[src/rtl/adc_frame_pkg.sv]
package adc_frame_pkg;

  localparam int CTRL_LEN = 12;

  typedef struct packed {
    logic       seqOn;
    logic [3:0] chanAddr;
    logic [1:0] pwrMode;
    logic       shadowSel;
    logic       idleDrive;
    logic       rangeSel;
    logic       coding;
  } cfgReg_t;

  localparam int CFG_W = $bits(cfgReg_t);

  typedef struct packed {
    logic load;
    logic shift;
    logic capture;
    logic commit;
    logic active;
  } frameStrobe_t;

endpackage

[src/rtl/adc_frame_ctrl.sv]
module adc_frame_ctrl
  import adc_frame_pkg::*;
#(
  parameter int FRAME_LEN = 16,
  parameter int WORD_LEN  = CTRL_LEN
) (
  input  logic         clk,
  input  logic         rstN,
  input  logic         csN,
  input  logic         sclk,
  output frameStrobe_t strb
);
  localparam int CNT_W = $clog2(FRAME_LEN + 1);

  logic             csPrev;
  logic             sclkPrev;
  logic             inFrameQ;
  logic [CNT_W-1:0] edgeCnt;
  logic             csFall;
  logic             sclkFall;

  assign csFall   = csPrev & ~csN;
  assign sclkFall = sclkPrev & ~sclk & ~csN & ~csFall;

  always_ff @(posedge clk or negedge rstN) begin
    if (!rstN) begin
      csPrev   <= 1'b1;
      sclkPrev <= 1'b1;
      inFrameQ <= 1'b0;
      edgeCnt  <= '0;
    end else begin
      csPrev   <= csN;
      sclkPrev <= sclk;
      inFrameQ <= ~csN;
      if (csN || csFall)
        edgeCnt <= '0;
      else if (sclkFall && (edgeCnt < CNT_W'(FRAME_LEN)))
        edgeCnt <= edgeCnt + 1'b1;
    end
  end

  always_comb begin
    strb.load    = csFall;
    strb.shift   = sclkFall && (edgeCnt < CNT_W'(FRAME_LEN));
    strb.capture = sclkFall && (edgeCnt < CNT_W'(WORD_LEN));
    strb.commit  = sclkFall && (edgeCnt == CNT_W'(WORD_LEN - 1));
    strb.active  = inFrameQ;
  end
endmodule

[src/rtl/adc_frame_dp.sv]
module adc_frame_dp
  import adc_frame_pkg::*;
#(
  parameter int TAG_W    = 4,
  parameter int DATA_W   = 12,
  parameter int WORD_LEN = CTRL_LEN
) (
  input  logic              clk,
  input  logic              rstN,
  input  frameStrobe_t      strb,
  input  logic              din,
  input  logic [DATA_W-1:0] sampleIn,
  input  logic [TAG_W-1:0]  chanTag,
  input  logic              idleTagBit,
  output logic              dout,
  output logic              outEn,
  output cfgReg_t           cfgQ
);
  localparam int FRAME_LEN = TAG_W + DATA_W;

  logic [FRAME_LEN-1:0] txShift;
  logic [WORD_LEN-2:0]  rxShift;
  logic [DATA_W-1:0]    codedRes;

  // twos complement from straight binary: flip the result MSB
  always_comb begin
    codedRes = sampleIn;
    if (!cfgQ.coding) codedRes[DATA_W-1] = ~sampleIn[DATA_W-1];
  end

  always_ff @(posedge clk or negedge rstN) begin
    if (!rstN) begin
      txShift <= '0;
      rxShift <= '0;
      cfgQ    <= '0;
    end else begin
      if (strb.load)
        txShift <= {chanTag, codedRes};
      else if (strb.shift)
        txShift <= {txShift[FRAME_LEN-2:0], 1'b0};

      if (strb.load)
        rxShift <= '0;
      else if (strb.capture)
        rxShift <= {rxShift[WORD_LEN-3:0], din};

      if (strb.commit && rxShift[WORD_LEN-2])
        cfgQ <= cfgReg_t'({rxShift[WORD_LEN-3:0], din});
    end
  end

  always_comb begin
    if (strb.active) begin
      dout  = txShift[FRAME_LEN-1];
      outEn = 1'b1;
    end else begin
      dout  = cfgQ.idleDrive & idleTagBit;
      outEn = cfgQ.idleDrive;
    end
  end
endmodule

[src/rtl/adc_frame_port.sv]
module adc_frame_port
  import adc_frame_pkg::*;
#(
  parameter int TAG_W  = 4,
  parameter int DATA_W = 12
) (
  input  logic              clk,
  input  logic              rstN,
  input  logic              csN,
  input  logic              sclk,
  input  logic              din,
  input  logic [DATA_W-1:0] sampleIn,
  input  logic [TAG_W-1:0]  chanTag,
  input  logic              idleTagBit,
  output logic              dout,
  output logic              outEn,
  output logic [10:0]       cfgWord
);
  localparam int FRAME_LEN = TAG_W + DATA_W;

  frameStrobe_t strb;
  cfgReg_t      cfgQ;

  adc_frame_ctrl #(.FRAME_LEN(FRAME_LEN), .WORD_LEN(CTRL_LEN)) u_ctrl (
    .clk(clk), .rstN(rstN), .csN(csN), .sclk(sclk), .strb(strb)
  );

  adc_frame_dp #(.TAG_W(TAG_W), .DATA_W(DATA_W), .WORD_LEN(CTRL_LEN)) u_dp (
    .clk(clk), .rstN(rstN), .strb(strb), .din(din), .sampleIn(sampleIn),
    .chanTag(chanTag), .idleTagBit(idleTagBit), .dout(dout), .outEn(outEn),
    .cfgQ(cfgQ)
  );

  assign cfgWord = cfgQ;
endmodule

[config.mk]
export PLATFORM = sky130hd
export DESIGN_NAME = adc_frame_port
export DESIGN_NICKNAME = d
export VERILOG_FILES = /design/src/rtl/adc_frame_pkg.sv /design/src/rtl/adc_frame_ctrl.sv /design/src/rtl/adc_frame_dp.sv /design/src/rtl/adc_frame_port.sv
export SDC_FILE = /design/constraint.sdc
export NUM_CORES = 1
export LEC_CHECK = 0
export ABC_AREA = 1
export BUFFER_PORTS_ARGS = -buffer_cell sky130_fd_sc_hd__buf_2
export CORE_AREA = 8 8 78 98
export DETAILED_ROUTE_END_ITERATION = 10
export DIE_AREA = 0 0 86 106
export GPL_ROUTABILITY_DRIVEN = 0
export GPL_TIMING_DRIVEN = 0
export MAX_ROUTING_LAYER = met4
export PLACE_DENSITY = 0.49
export SETUP_SLACK_MARGIN = 0.2
export SYNTH_ARGS = -nofsm -noshare
export SYNTH_HDL_FRONTEND = slang
export SYNTH_HIERARCHICAL = 1
export SYNTH_SLANG_ARGS = --single-unit
[constraint.sdc]
create_clock -name clk -period 4.1 [get_ports clk]
set_input_delay 0.41 -clock clk [delete_from_list [all_inputs] [get_ports clk]]
set_output_delay 0.41 -clock clk [all_outputs]
set_load 0.01 [all_outputs]
# Word-level counts from Yosys, hierarchy flattened
# Cells that the tools add are included.
# Widths: inputs -> output; s select.
# word_totals
register_bits	46
latchBits	0
mem_bits_rw	0
rom_bits	0
input_bits	22
out_inout_bits	13
wordCells	43
n_memories	0
# op_classes
n_addsub	1
n_mul	0
n_div	0
magnitude_cmp	2
eq_ne	1
shifts	0
mux	9
n_bitwise	9
n_reduce_logical	8
# ops
op	count
$mux 16	2
$mux 11	2
$mux 5	2
$reduce_bool 2->1	3
$add 5x1->5 const B	1
$and 1x1->1	5
$eq 5x4->1 const B	1
$lt 5x4->1 const B	1
$lt 5x5->1 const B	1
$logic_and 1x1->1	4
$not 1->1	4
$mux 1	3
$logic_or 1x1->1	1

# Logic depth before layout (Yosys ltp)
# Gate-level depths: netlist of the first run.
# depth
word_depth	7
ltp_mapped	10
ltp_nobuf	10

# Hierarchy
# The synthesis of the first run kept the hierarchy.
# by_module_without_submodules
module	instances	cells_each	area_per_inst_um2	seq_area_each_um2
adc_frame_dp	1	181	1652.8	950.9
adc_frame_ctrl	1	50	421.7	202.7

# Least setup slack after synthesis of the first run
# OpenSTA, ideal clock, no wires.
# synth_timing
path_type	reg2reg
from	register u_ctrl.sclkPrev
to	register u_dp.rxShift[0]
setup_ps	74
arrival_time_ps	1411
path_slack_ps	2615
path_stages_with_launch	8
path_buffers	1
path_cell_list	dfstp_2 -> nand2_1 -> nor2_2 -> nand2_4 -> a21oi_1 -> nand2_2 -> buf_8 -> o21ai_2
# synth_lines
item	line_no	text
start, declared	adc_frame_ctrl.sv:16	logic sclkPrev;
start signal, assigned	adc_frame_ctrl.sv:33	sclkPrev <= sclk;
end signal, assigned	adc_frame_dp.sv:45	rxShift <= {rxShift[WORD_LEN-3:0], din};
end, declared	adc_frame_dp.sv:22	logic [WORD_LEN-2:0] rxShift;

==> results of run 1 <==
## final cells by class
cell class / count / area, sq um
clock buffers: 7 / 96.3
multi-input cells: 150 / 739
well taps: 87 / 109
inverters: 25 / 96.3
plain buffers: 10 / 85.1
clock inverters: 1 / 8.76
flip-flops and latches: 46 / 1150
repair buffers: 34 / 170
fillers: 656 / 3780
## worst max path at each step
stage,endpoint,slack [ns],depth (start not counted)
6_report,u_dp/cfgQ[7]$_DFFE_PN0P_,2.45,8
5_1_grt,u_dp/cfgQ[5]$_DFFE_PN0P_,2.28,8
4_1_cts,u_dp/cfgQ[7]$_DFFE_PN0P_,2.40,8
3_5_place_dp,u_dp/cfgQ[6]$_DFFE_PN0P_,2.37,7
3_3_place_gp,u_dp/cfgQ[6]$_DFFE_PN0P_,2.38,7
2_1_floorplan,u_dp/rxShift[0]$_DFFE_PN0P_,2.62,7
## cell usage after synthesis, drive strengths merged
library cell,n
a21oi,1
buf,9
clkbuf,1
dfrtp,44
dfstp,2
ha,1
inv,25
nand2,88
nand3,20
nand4,2
nor2,10
nor3,1
o21ai,25
or2,1
xnor2,1
## worst register-to-register path, cell delays in order (launching register included)
cell and delay (ns):
dfrtp_1 0.42, ha_1 0.24, inv_1 0.08, nor2_1 0.04, nand2_1 0.06, nor2_1 0.04, nand2_1 0.12, clkbuf_1 0.38
o21ai_0 0.15
## registers in the layout, summed over array words and instances, names as in the netlist
| name | count |
|---|---|
| u_ctrl/inFrameQ | 1 |
| u_ctrl/csPrev | 1 |
| u_dp/cfgQ | 11 |
| u_ctrl/edgeCnt | 5 |
| u_ctrl/sclkPrev | 1 |
| u_dp/txShift | 16 |
| u_dp/rxShift | 11 |
## where the power goes
group	switching [mW]	leakage, nW	internal, mW
Clock	0.148	0.0544	0.155
Sequential	0.0125	0.608	0.479
Combinational	0.0471	0.553	0.0316
## cells in the final DEF, fill, tap and decap left out
master	count
clkbuf_8	7
nor2_1	4
nor2_8	1
buf_6	3
buf_2	36
a21oi_1	1
nor2_2	2
clkinv_4	1
buf_8	1
xnor2_1	1
buf_4	3
nand3_1	20
nand2_4	1
or2_2	1
nand4_1	2
nor3_1	1
ha_1	1
o21ai_1	2
o21ai_2	10
dfrtp_1	44
nand2_1	84
inv_4	1
nand2_2	3
inv_1	22
nor2_4	3
inv_2	2
clkbuf_1	1
dfstp_2	2
o21ai_0	13
## cell families (layout without fill, tap and decap cells)
family,Yosys count,count (layout)
compound gates,26,26
xor+xnor,1,1
fa+ha+maj,1,1
buf+inv,35,77
flops,46,46
simple gates,122,122
## layer usage
layer	track usage, %	wire (microns)	up-vias
met5	-	0	-
met4	3.02	44	0
met3	3.24	202	4
met2	16.2	1980	29
met1	11.0	1990	728
li1	-	-	803
==> metrics.txt, run 1 <==
Post-Synth Simple-Gate Area 26.5%; Clock Sink Count 46; DRT Pass-1 Iters 4; hold_buf cts 0; Reg2Reg Setup Slack 2.45 ns; final cell count without fillers 360; max-slew violation count 0; hold crit path type primary input to flop; worst hold endpoint u_ctrl/sclkPrev$_DFF_PN1_; Setup TNS Final 0 ns; Crit path arrival time 1.81 ns; hold-critical path depth 1; RSZ-0062 raised after global routing false; worst hold slack around 0.22 ns; Rows 33; dpl cells 352; pre-CTS setup slack roughly 2.4 ns; Power Density between 300 and 400 nW/um^2; CP Data Required Time 4.26 ns; ANT nets after route 0; Cell Area, Placed about 2400 sq um; via count approximately 1600; Final #Nets around 300; crit path time final approximately 1.7 ns; reg2reg end u_dp/cfgQ[7]$_DFFE_PN0P_; post-synthesis cell type count 27; synthesized flop and latch total 46; Initial Util approximately 33%; IO Pins 35; H-tree Lvls 2; Startpoint Class flop; initial antenna violation count 0; layout cells sized above 1 around 28%; All-Layer GR Usage under 10%; Fin. Hold Viols 0; critical path type flop to flop; Die W about 86 microns; FF-to-FF Start u_ctrl/edgeCnt[0]$_DFFE_PN0P_; Clock Tree Root clkbuf_8; Max Cap Viol 0; largest family of logic cells by synthesized area simple AND/OR/NAND/NOR gates; vias in the first global route roughly 1500; clock skew a little over 0.008 ns; status complete, no violations; worst-case clock buffer depth 2; drt wl/cell approximately 12 microns; Worst-path clk slew 0.08 ns; multiplexer share of the synthesized area 0%; Num CTS Buffers 5; HPWL Detailed around 3000 microns; synth top area cells dfrtp_1 53%, nand2_1 15%, nand3_1 4.8%; Synth Instances 231; Synth Area in Adders 0.603%; Mean Syn Cell Area about 9 sq um; top-area cell type share of the netlist area a little over half; worst r2r path cells 8; Buffers & Inverters on Critical Path 2; Finished Cell Area roughly 2500 sq um; via density per instance about 4.3; die area 9120 sq um; Final Core Density between 30% and 40%; total power between 0.8 and 0.9 mW; Worst path top cell family by delay buffers and inverters; Compound-Gate Fraction of Synth Area just over 8%; first-pass GRT wire length ~7000 microns; xor and xnor area share after synthesis less than 1%; Post-CTS Setup Inserts 0; Clock Latency Late Sink roughly 0.29 ns; core area 6230 sq um; pin count of the biggest net entering global routing between 40 and 50; Synth area leader dfrtp_1; # diodes 0; Critical Path Fanout Max 10; fmax between 600 and 700 MHz; DR iter-0 viols 52; CP Launch Point u_ctrl/edgeCnt[0]$_DFFE_PN0P_; final-report setup violation count 0; # DRC 0; CTS tree yes; Hold Crit Start sclk; Post-Syn Nets approximately 250; crit path capture type flop; Die Span Y between 100 and 150 microns; synthesis-to-finish area growth 18.5%; crit path max-delay cell type dfrtp_1; IO buf count 34; worst rel slew slack ~30%; Remaining Overflow, GRT 0; quantity of gates resized following cts 0; Tcrit/Tclk final just over 40%; Worst Setup Slack, final around 2.4 ns; crit path cell chain ha_1 -> inv_1 -> nor2_1 -> nand2_1 -> nor2_1 -> nand2_1 -> clkbuf_1 -> o21ai_0; CP peak stage delay roughly 0.42 ns; DRT Wirelength between 4000 and 5000 microns; Peak VDD IR between 0.2 and 0.25 mV; Pleak 1.22 nW; Synth warnings 6; Worst Tran Pin Value around 1.0 ns; sequential area share after synthesis between 50% and 60%; area of the mapped netlist around 2100 sq um
Power figures use the tool's default switching activity.
==> inputs of run 2 (changes only) <==
PLACE_DENSITY = 0.51   (was 0.49)
clock period = 1.35 ns   (was 4.1 ns; I/O delays follow)
==> run 2 against run 1 <==
  * First-iteration DRC count up 19%
  * Largest power group unchanged
  * Global-route usage is 1.8 points higher
  * Core utilization grew 8.4 points
  * The flow now finishes with violations (setup timing)
  * Fmax up 16%
  * Critical endpoint is now u_dp/rxShift[6]$_DFFE_PN0P_
  * Clock-buffer cell count down 1
==> metrics.txt, run 2 (synthesized netlist as in run 1, its figures left out) <==
status finished with violations (was complete, no violations); failing checks setup timing; Clock Tree Root clkbuf_8 (unchanged); crit path time final 1.43 ns (was 1.65 ns); leading cell types in the layout, fill and taps excluded 53 x nand2_1, 44 x dfrtp_1, 33 x buf_2, 30 x nand2_2, 21 x inv_1 (was 84 x nand2_1, 44 x dfrtp_1, 36 x buf_2, 22 x inv_1, 20 x nand3_1); fmax 699 MHz (was 605 MHz); Largest register FFs 16 (unchanged); Power Density 980 nW/um^2 (was 355 nW/um^2); HPWL Detailed 3110 microns (was 3010 microns); max-slew violation count 0 (unchanged); Worst Setup Slack, final -0.0803 ns (was 2.45 ns); via count 1699 (was 1564); vias in the first global route 1798 (was 1535); dpl cells 352 (unchanged); DRT Pass-1 Iters 4 (unchanged); crit path capture type flop (unchanged); layout cells sized above 1 51.4% (was 28.2%); Worst-path clk slew 0.08 ns (about the same); All-Layer GR Usage 11.7% (was 9.84%); Initial Util 33.3% (unchanged); Rows 33 (unchanged); via density per instance 4.44 (was 4.34); Startpoint Class flop (unchanged); Die W 86 microns (unchanged); Reg with most FFs u_dp/txShift (unchanged); worst r2r path cells 7 (was 8); total power 2.92 mW (was 0.873 mW); hold crit path type primary input to asynchronous set/reset pin (was primary input to flop); DR iter-0 viols 62 (was 52); Top Registers u_dp/txShift x16, u_dp/cfgQ x11, u_dp/rxShift x11 (unchanged); first-pass GRT wire length 8310 microns (was 7010 microns); IO buf count 34 (unchanged); DRT Wirelength 4970 microns (was 4220 microns); final-report setup violation count 34 (was 0); reg2reg end u_dp/rxShift[6]$_DFFE_PN0P_ (was u_dp/cfgQ[7]$_DFFE_PN0P_); Pleak 1.51 nW (was 1.22 nW); Peak VDD IR 0.602 mV (was 0.213 mV); Setup TNS Final -1.49 ns (was 0 ns); die area 9120 sq um (unchanged); CP Launch Point u_ctrl/sclkPrev$_DFF_PN1_ (was u_ctrl/edgeCnt[0]$_DFFE_PN0P_); worst rel slew slack 30.6% (was 30.9%); Clock Latency Late Sink 0.29 ns (about the same); Remaining Overflow, GRT 0 (unchanged); RSZ-0062 raised after global routing true (was false); Clock Sink Count 46 (unchanged); critical path type flop to flop (unchanged); # diodes 0 (unchanged); clock skew 0.00418 ns (was 0.00831 ns); final cell count without fillers 383 (was 360); Worst Tran Pin Value 1.04 ns (about the same); initial antenna violation count 0 (unchanged); Critical Path Fanout Max 10 (unchanged); ANT nets after route 0 (unchanged); Final #Nets 319 (was 295); CP Data Required Time 1.57 ns (was 4.26 ns); pre-CTS setup slack -0.126 ns (was 2.37 ns); synthesis-to-finish area growth 43.7% (was 18.5%); CTS tree yes (unchanged); pin count of the biggest net entering global routing 47 (unchanged); Crit path arrival time 1.66 ns (was 1.81 ns); FF-to-FF Start u_ctrl/sclkPrev$_DFF_PN1_ (was u_ctrl/edgeCnt[0]$_DFFE_PN0P_); H-tree Lvls 2 (unchanged); Fin. Hold Viols 0 (unchanged); IO Pins 35 (unchanged); drt wl/cell 13.0 microns (was 11.7 microns); Reg2Reg Setup Slack -0.08 ns (was 2.45 ns); most common cell after layout, fill and taps aside nand2_1 (unchanged); Tcrit/Tclk final 106% (was 40.3%); core area 6230 sq um (unchanged); Die Span Y 106 microns (unchanged); # DRC 0 (unchanged); Critical Path Sink u_dp/rxShift[6]$_DFFE_PN0P_ (was u_dp/cfgQ[7]$_DFFE_PN0P_); worst-case clock buffer depth 2 (unchanged); Num CTS Buffers 5 (unchanged); Max Cap Viol 0 (unchanged)
run 2: cell count changes in the layout (fill, tap and decap cells not counted), sizes merged:
| cell | before | now |
|---|---|---|
| clkinv | 1 | 0 |
| dlygate4sd3 | 0 | 2 |
| bufinv | 0 | 1 |
| buf | 43 | 64 |
run 2: routing by layer:
| metal | global-route usage, % | share of wire [%] | vias up |
|---|---|---|---|
| met3 | 2.85 | 3.0 | 8 |
| met5 | - | 0 | - |
| met2 | 19.7 | 52 | 29 |
| met4 | 3.77 | 1.9 | 0 |
| met1 | 13.2 | 43 | 814 |
| li1 | - | - | 848 |
run 2: how the worst min path moves through the flow:
stage | startpoint | endpoint | cells past startpoint
after detailed placement | sclk | u_ctrl/sclkPrev$_DFF_PN1_ | 1
final | rstN | u_dp/cfgQ[4]$_DFFE_PN0P_ | 1
after global placement | sclk | u_ctrl/sclkPrev$_DFF_PN1_ | 1
after global routing | sampleIn[0] | u_dp/txShift[0]$_DFFE_PN0P_ | 3
after CTS | sampleIn[0] | u_dp/txShift[0]$_DFFE_PN0P_ | 3
after floorplan | rstN | u_ctrl/edgeCnt[0]$_DFFE_PN0P_ | 0
run 2: what timing repair did:
| item | CTS | global route |
|---|---|---|
| endpoints found under the hold margin | 2 | 0 |
| setup buffers | 14 | 4 |
| gates resized for setup | 52 | 27 |
| hold buffers | 2 | 0 |
| endpoints found under the setup margin | 40 | 44 |
| gates cloned | 4 | 0 |
| pin swaps | 10 | 9 |
run 2: per-stage QoR:
| step | utilization, % | hold WS [ns] | area, sq um |
|---|---|---|---|
| finish | 47.8 | 0.0176 | 2980 |
| global route | 47.8 | 0.0421 | 2980 |
| CTS | 46.0 | 0.0404 | 2870 |
| detailed placement | 38.7 | 0.252 | 2410 |
| global placement | 38.7 | 0.250 | 2410 |
| floorplan | - | -0.161 | 2130 |
run 2: layout make-up:
| type | instances | area [sq um] |
|---|---|---|
| clock buffers | 6 | 82.6 |
| well taps | 87 | 109 |
| plain buffers | 10 | 140 |
| flip-flops and latches | 46 | 1150 |
| inverters | 25 | 104 |
| clock inverters | 1 | 30.0 |
| fillers | 615 | 3250 |
| multi-input cells | 150 | 952 |
| repair buffers | 58 | 409 |
run 2: power by group:
group	switching, mW	internal (mW)	total (mW)
sequential	0.0628	1.46	1.52
combinational	0.182	0.167	0.349
clock	0.459	0.593	1.05
total	0.704	2.22	2.92
run 2: critical path, cell delays in order (launching register included):
cell,delay (ns)
dfstp_2,0.53
nand2_2,0.06
nor2_4,0.11
nand2_4,0.11
a21oi_4,0.17
nand2_2,0.10
buf_12,0.15
o21ai_2,0.11
